[src/rtl/shf_pkg.sv]
package shf_pkg;

    typedef enum logic [1:0] {
        SK_LSL = 2'b00,
        SK_LSR = 2'b01,
        SK_ASR = 2'b10,
        SK_RSV = 2'b11
    } shift_kind_e;

    // Classification of the effective shift amount against the data width.
    typedef enum logic [1:0] {
        AC_ZERO   = 2'b00,
        AC_RANGE  = 2'b01,
        AC_FULL   = 2'b10,
        AC_BEYOND = 2'b11
    } amt_class_e;

    function automatic logic kind_is_right(input logic [1:0] kind);
        return (kind == SK_LSR) || (kind == SK_ASR);
    endfunction

endpackage

[src/rtl/shf_amount_sel.sv]
module shf_amount_sel
    import shf_pkg::*;
#(
    parameter int DATA_W = 32,
    parameter int USED_W = 8,
    parameter int IMM_W  = 5,
    parameter int EFF_W  = 8,
    parameter int STAGES = 5
) (
    input  logic [USED_W-1:0] reg_amt,
    input  logic              imm_mode,
    input  logic [IMM_W-1:0]  imm_amt,
    input  logic [1:0]        kind,
    output logic [STAGES-1:0] amt_low,
    output amt_class_e        amt_class
);

    localparam logic [EFF_W-1:0] FULL_AMT = EFF_W'(DATA_W);

    logic [EFF_W-1:0] eff_amt;

    always_comb begin
        if (imm_mode) begin
            if ((imm_amt == '0) && kind_is_right(kind)) begin
                eff_amt = FULL_AMT;
            end else begin
                eff_amt = EFF_W'(imm_amt);
            end
        end else begin
            eff_amt = EFF_W'(reg_amt);
        end
    end

    always_comb begin
        if (eff_amt == '0) begin
            amt_class = AC_ZERO;
        end else if (eff_amt == FULL_AMT) begin
            amt_class = AC_FULL;
        end else if (eff_amt > FULL_AMT) begin
            amt_class = AC_BEYOND;
        end else begin
            amt_class = AC_RANGE;
        end
    end

    assign amt_low = eff_amt[STAGES-1:0];

endmodule

[src/rtl/shf_log_stages.sv]
module shf_log_stages
    import shf_pkg::*;
#(
    parameter int DATA_W = 32,
    parameter int STAGES = 5
) (
    input  logic [DATA_W-1:0] operand,
    input  logic [1:0]        kind,
    input  logic [STAGES-1:0] amt_low,
    output logic [DATA_W-1:0] shifted,
    output logic [DATA_W-1:0] norm
);

    // Left shifts run through the same right-shifting network on a
    // bit-reversed word; the output is reversed back afterwards.
    logic              is_left;
    logic              fill;
    logic [DATA_W-1:0] rev_in;
    logic [DATA_W-1:0] rev_out;
    logic [DATA_W-1:0] lvl [0:STAGES];

    assign is_left = (kind == SK_LSL);
    assign fill    = (kind == SK_ASR) & operand[DATA_W-1];

    for (genvar i = 0; i < DATA_W; i++) begin : g_rev_in
        assign rev_in[i] = operand[DATA_W-1-i];
    end

    assign norm   = is_left ? rev_in : operand;
    assign lvl[0] = norm;

    for (genvar s = 0; s < STAGES; s++) begin : g_stage
        localparam int SH = 1 << s;
        assign lvl[s+1] = amt_low[s] ? {{SH{fill}}, lvl[s][DATA_W-1:SH]} : lvl[s];
    end

    for (genvar i = 0; i < DATA_W; i++) begin : g_rev_out
        assign rev_out[i] = lvl[STAGES][DATA_W-1-i];
    end

    assign shifted = is_left ? rev_out : lvl[STAGES];

endmodule

[src/rtl/shf_carry_pick.sv]
module shf_carry_pick
    import shf_pkg::*;
#(
    parameter int DATA_W = 32,
    parameter int STAGES = 5
) (
    input  logic [DATA_W-1:0] norm,
    input  logic              sign_bit,
    input  logic [1:0]        kind,
    input  logic [STAGES-1:0] amt_low,
    input  amt_class_e        amt_class,
    input  logic              carry_in,
    output logic              carry
);

    // In the normalised word the last bit shifted out of an n-bit shift
    // always sits at index n-1, whatever the direction.
    always_comb begin
        carry = carry_in;
        if (kind != SK_RSV) begin
            unique case (amt_class)
                AC_ZERO:   carry = carry_in;
                AC_RANGE:  carry = norm[amt_low - 1'b1];
                AC_FULL:   carry = norm[DATA_W-1];
                AC_BEYOND: carry = (kind == SK_ASR) ? sign_bit : 1'b0;
                default:   carry = carry_in;
            endcase
        end
    end

endmodule

[src/rtl/barrel_shift_carry.sv]
module barrel_shift_carry
    import shf_pkg::*;
#(
    parameter int DATA_W = 32,
    parameter int AMT_W  = 32,
    parameter int USED_W = 8,
    parameter int IMM_W  = 5
) (
    input  logic              clk,
    input  logic              rst,
    input  logic              in_valid,
    input  logic [DATA_W-1:0] operand,
    input  logic [AMT_W-1:0]  amount_reg,
    input  logic [1:0]        shift_kind,
    input  logic              carry_in,
    input  logic              imm_mode,
    input  logic [IMM_W-1:0]  imm_amount,
    output logic              out_valid,
    output logic [DATA_W-1:0] result,
    output logic              carry_out
);

    localparam int STAGES = $clog2(DATA_W);
    localparam int EFF_W  = (USED_W > STAGES) ? USED_W : STAGES + 1;

    typedef struct packed {
        logic              valid;
        logic [DATA_W-1:0] data;
        logic              carry;
    } out_state_t;

    out_state_t        state_d;
    out_state_t        state_q;
    logic [STAGES-1:0] amt_low;
    amt_class_e        amt_class;
    logic [DATA_W-1:0] shifted;
    logic [DATA_W-1:0] norm;
    logic              carry_sel;

    shf_amount_sel #(
        .DATA_W (DATA_W),
        .USED_W (USED_W),
        .IMM_W  (IMM_W),
        .EFF_W  (EFF_W),
        .STAGES (STAGES)
    ) u_amt (
        .reg_amt   (amount_reg[USED_W-1:0]),
        .imm_mode  (imm_mode),
        .imm_amt   (imm_amount),
        .kind      (shift_kind),
        .amt_low   (amt_low),
        .amt_class (amt_class)
    );

    shf_log_stages #(
        .DATA_W (DATA_W),
        .STAGES (STAGES)
    ) u_stages (
        .operand (operand),
        .kind    (shift_kind),
        .amt_low (amt_low),
        .shifted (shifted),
        .norm    (norm)
    );

    shf_carry_pick #(
        .DATA_W (DATA_W),
        .STAGES (STAGES)
    ) u_carry (
        .norm      (norm),
        .sign_bit  (operand[DATA_W-1]),
        .kind      (shift_kind),
        .amt_low   (amt_low),
        .amt_class (amt_class),
        .carry_in  (carry_in),
        .carry     (carry_sel)
    );

    always_comb begin
        state_d       = state_q;
        state_d.valid = in_valid;
        if (in_valid) begin
            state_d.carry = carry_sel;
            if (shift_kind == SK_RSV) begin
                state_d.data = operand;
            end else begin
                unique case (amt_class)
                    AC_ZERO:  state_d.data = operand;
                    AC_RANGE: state_d.data = shifted;
                    default:  state_d.data = (shift_kind == SK_ASR) ?
                                             {DATA_W{operand[DATA_W-1]}} : '0;
                endcase
            end
        end
    end

    always_ff @(posedge clk) begin
        if (rst) begin
            state_q <= '0;
        end else begin
            state_q <= state_d;
        end
    end

    assign out_valid = state_q.valid;
    assign result    = state_q.data;
    assign carry_out = state_q.carry;

endmodule

[config.mk]
export PLATFORM = sky130hd
export DESIGN_NAME = barrel_shift_carry
export DESIGN_NICKNAME = d
export VERILOG_FILES = /design/src/rtl/shf_pkg.sv /design/src/rtl/shf_amount_sel.sv /design/src/rtl/shf_log_stages.sv /design/src/rtl/shf_carry_pick.sv /design/src/rtl/barrel_shift_carry.sv
export SDC_FILE = /design/constraint.sdc
export NUM_CORES = 1
export LEC_CHECK = 0
export ABC_AREA = 1
export BUFFER_PORTS_ARGS = -buffer_cell sky130_fd_sc_hd__buf_2
export CAP_MARGIN = 10
export CORE_MARGIN = 2
export CORE_UTILIZATION = 61
export CTS_CLUSTER_DIAMETER = 50
export DETAILED_ROUTE_END_ITERATION = 8
export GPL_TIMING_DRIVEN = 0
export PLACE_DENSITY_LB_ADDON = 0.25
export SLEW_MARGIN = 10
export SYNTH_ARGS = -nofsm -noshare
export SYNTH_HDL_FRONTEND = slang
export SYNTH_SLANG_ARGS = --single-unit
[constraint.sdc]
create_clock -name clk -period 5.2 [get_ports clk]
set_clock_uncertainty 0.05 [all_clocks]
set_input_delay 0.78 -clock clk [delete_from_list [all_inputs] [get_ports clk]]
set_output_delay 0.78 -clock clk [all_outputs]
set_load 0.01 [all_outputs]
Word level (Yosys, flattened, before mapping)
Index checks and enable logic that the tools add are counted.
{"block": "word_totals", "wordCells": 41, "reg_bits": 34}
{"block": "classes", "reduce_logical": 6, "muxes": 20, "bitwise_logic": 1, "eq_ne": 8, "n_addsub": 1, "n_lt_le_gt_ge": 2}
{"operator": "32-bit two-way mux", "count": 9}
{"operator": "32-bit case mux with 2 select lines", "count": 1}
{"operator": "2-bit equality test (second input constant)", "count": 4}
{"operator": "8-bit by 6-bit equality test with 1-bit output (second input constant)", "count": 1}
{"operator": "8-bit by 6-bit greater-than comparator with 1-bit output (second input constant)", "count": 1}
{"operator": "8-bit zero test", "count": 1}
{"operator": "8-bit two-way mux", "count": 1}
{"operator": "5-bit by 6-bit less-than comparator with 1-bit output (second input constant)", "count": 1}
{"operator": "2-bit two-way mux", "count": 3}
{"operator": "6-bit two-way mux", "count": 1}
{"operator": "1-bit binary-select mux with 5-bit select", "count": 1}
{"operator": "5-bit zero test", "count": 1}
{"operator": "5-bit by 1-bit subtractor with 5-bit output (second input constant)", "count": 1}
{"operator": "2-bit by 1-bit equality test with 1-bit output (second input constant)", "count": 2}
{"operator": "2-bit zero test", "count": 2}
{"operator": "1-bit case mux with 4 select lines", "count": 1}
{"operator": "1-bit two-way mux", "count": 3}
{"operator": "2-bit != test (second input constant)", "count": 1}
{"operator": "1-bit bitwise AND", "count": 1}
{"operator": "1-bit logical AND", "count": 1}
{"operator": "1-bit logical OR", "count": 1}

Logic depth before layout (Yosys ltp)
{"block": "logic_depth", "depth_word": 13, "depth_mapped": 22, "ltp_nobuf": 20}

Modules after synthesis
Synthesis repeated with hierarchy kept, for this count alone.
{"block": "unflattened", "hier_cells": 997, "hier_area_um2": 5614.1}
{"mod": "shf_log_stages", "cells_each": 602, "seq_area_each_um2": 0.0, "instances": 1, "area_each_um2": 2902.8}
{"mod": "barrel_shift_carry", "cells_each": 265, "seq_area_each_um2": 680.7, "instances": 1, "area_each_um2": 2040.7}
{"mod": "shf_carry_pick", "cells_each": 99, "seq_area_each_um2": 0.0, "instances": 1, "area_each_um2": 523.0}
{"mod": "shf_amount_sel", "cells_each": 31, "seq_area_each_um2": 0.0, "instances": 1, "area_each_um2": 147.6}

Worst setup path after synthesis
OpenSTA, ideal clock, no wires.
{"block": "synth_timing", "kind": "input to register", "startpoint": "input shift_kind[0]", "endpoint": "register state_q, in the netlist result[28]", "cell_stages": 19, "t_arrival_ps": 2358, "n_path_buf": 3, "setup_slack_ps": 2650, "path_cell_list": "inv_1 -> ha_1 -> buf_4 -> inv_1 -> buf_4 -> buf_2 -> nand2_1 -> nand2_1 -> nand2_1 -> nand3_1 -> nand3_1 -> nand3_1 -> nand3_1 -> nand2_1 -> nand2_1 -> nand3_1 -> nand2_1 -> nand2_1 -> a21oi_2"}
{"block": "synth_via", "elab_chain_len": 13}
{"item": "start, declared", "line_no": "barrel_shift_carry.sv:14", "source": "input logic [1:0] shift_kind,"}
{"item": "parallel branches: the longest is 12 deep, another holds 8-bit by 6-bit greater-than comparator with 1-bit output"}
{"item": "32-bit two-way mux *", "line_no": "barrel_shift_carry.sv:84", "source": "if (shift_kind == SK_RSV) begin"}
{"item": "end signal, assigned", "line_no": "barrel_shift_carry.sv:101", "source": "state_q <= state_d;"}
{"item": "end, declared", "line_no": "barrel_shift_carry.sv:33", "source": "out_state_t state_q;"}
Mark *: on every way between the ends.
A chain may end at the register's enable or synchronous reset.

Final worst setup path
{"block": "layout_timing", "startpoint": "input shift_kind[0]", "endpoint": "register state_q, in the netlist result[17]"}
Same word-level chain as after synthesis.

==> flow_summary.ini <==
[status]
status = finished, final reports clean

[power_and_ir_drop]
cellLeakagePower_nw = 3.13
peakVddDrop_mv = 0.135
powerDensity_nw_per_um2 = 208

[placed_design]
io_buffer_count = 84
gp_congestion = 1.10
place_area_um2 = 5600
dp_hpwl_um = 17300
post-place-cells = 1181

[cts]
cts_sinks = 34
cts_resized = 0
cts.path.max_buffers = 2
clk-insertion-delay-late_ps = 300
cts_buffers = 5
cts_max_level = 2
cts_root_buf = clkbuf_8
clk_pin_slew_ps = 80
hold_buffers = 0
post-cts-setup-buffers = 0
cts_tree = yes

[die]
pin_count = 110
initial_core_util_pct = 62.1
fp.coreArea_um2 = 8130
chipWidth_um = 95.0
die_area_um2 = 9020
die_y_um = 95.0
rows = 33

[flow_run]
maxCapViolCount = 0

[timing]
setup_viol = 0
drv_slew = 0
rsz0062_at_grt = false
layout_min_cycle_time_ps = 3100
relSlewSlack_pct = 56.8
max_slew.worst_pin.slew_ps = 648
fin_crit_sh_pct = 59.6
final.setup.tns_ps = 0
max_freq_mhz = 323
hold_violations = 0

[layout]
final_util_pct = 70.0
drive_above_1_share_pct = 14.1
final_nets = 1162
diodes = 0
final_cell_area_um2 = 5700
layout.cells.non_filler = 1189
areaGrowthSynthToFinish_pct = 12.8
nFillCells = 838

[synthesis]
ys_types = 27
synth_edf_count = 0
synth-seq-cells = 34
synth_largest_area_cell = nand2_1
synthArstFlopShare_pct = 0
syn-instance-count = 992
ys_warn_count = 0
synth_ff_type = dfxtp_1
syn-cell-area_um2 = 5050
netlist.area_leader.share_pct = 30.6
synth_common_cells = nand2_1, nand3_1, a21oi_1
synth_most_common_cell = nand2_1
syn_area_per_cell_um2 = 5.09
syn_nets = 1071
yosysSeqAreaShare_pct = 13.5
synth.area.top_cells = nand2_1, nand3_1, dfxtp_1

[routing]
ant_nets = 0
avgRoutedWirePerCell_um = 18.3
viasPerCell = 6.34
drt_iter0_drc = 907
vias = 7544
firstDrtPassIters = 9
drcViolationCount = 0
drt_wl_total_um = 21700

[critical_path]
crit_type = primary input to register
crit_buf_inv = 4
endpoint_kind = register
arrival_ps = 3220
cp_max_fo = 10
cpMaxStageDelayCell = clkbuf_1
critPathRequiredTime_ps = 5320
critPathMaxStageDelay_ps = 350
path_cells = buf_2 -> inv_1 -> ha_1 -> buf_4 -> clkbuf_1 -> nand2_1 -> nand2_1 -> nand2_1 -> nand3_1 -> nand3_1 -> nand3_1 -> nand3_1 -> nand2_1 -> nand2_1 -> nand3_1 -> nand2_1 -> nand2_1 -> a21oi_1
cp_top_family = simple AND/OR/NAND/NOR gates
crit_path_start_kind = primary input
crit_top_cell = nand2_1

[global_routing]
grt_pass1_vias = 6423
grt_pass1_wl_um = 32500
antenna_found_initial = 0
grt_use_total_pct = 47.4
grt_max_degree = 12
overflow = 0

[min_path]
hp-class = register to register
-- metal layers --
layer	routed length, um	global-route usage, %
met5	0	0
met4	1810	31.2
met3	2990	12.5
met2	8900	71.4
met1	8030	59.2
-- report_power, final --
part	total [mW]	switching [mW]	internal, mW
Sequential	0.290	0.00943	0.280
Clock	0.215	0.109	0.107
Combinational	0.678	0.471	0.207
Total	1.18	0.589	0.594
-- final timing paths --
check / startpoint / to / slack (ps) / cells after the start
worst max-delay path: shift_kind[0] / result[17]$_SDFFE_PP0P_ / 2100 / 18
worst min-delay path: result[9]$_SDFFE_PP0P_ / result[9]$_SDFFE_PP0P_ / 430 / 2
worst max register to register: result[5]$_SDFFE_PP0P_ / result[5]$_SDFFE_PP0P_ / 4440 / 2
worst min register to register: result[9]$_SDFFE_PP0P_ / result[9]$_SDFFE_PP0P_ / 430 / 2
-- flip-flops by register name, summed over array words and instances (netlist names) --
register	flops
carry_out	1
out_valid	1
result	32
-- worst min-delay path, stage by stage, from the launching register on --
cell,delay [ps]
dfxtp_1,310
nand2_1,60
a21oi_1,60
-- kinds of logic after synthesis --
logic type	Yosys count	synth area share, %
AND/OR/NAND/NOR	718	62.2
buffers and inverters	119	10.5
AO/OA/AOI/OAI	118	13.1
flip-flops	34	13.5
adder cells (fa/ha/maj)	3	0.744
-- area by class of cell --
type,count,area [um2],area share [%]
clock inverters,2,12.5,0.220
inverters,54,210,3.69
plain buffers,65,319,5.60
clock buffers,6,82.6,1.45
flip-flops and latches,34,681,12.0
repair buffers,84,420,7.38
well taps,105,131,2.31
multi-input cells,839,3840,67.4
-- layout by cell type, fill, tap and decap left out, drive strengths merged --
| master | Yosys | final |
|---|---|---|
| nor2 | 8 | 8 |
| o21ai | 29 | 29 |
| nand4 | 1 | 1 |
| ha | 3 | 3 |
| inv | 52 | 52 |
| or2 | 1 | 1 |
| nand2 | 419 | 419 |
| clkinvlp | 0 | 1 |
| nor4 | 1 | 1 |
| buf | 37 | 121 |
| clkbuf | 28 | 34 |
| a21oi | 89 | 89 |
| nand3 | 288 | 288 |
| clkinv | 2 | 3 |
| dfxtp | 34 | 34 |
-- per-stage QoR --
stage	setup slack (ps)	hold WS, ps	total power, mW
global route	2030	451	1.25
CTS	2270	426	1.14
global placement	2000	400	0.929
finish	2100	428	1.18
floorplan	2650	440	0.740
detailed placement	1970	406	0.936
No activity file was read; power rests on OpenSTA's default activity.
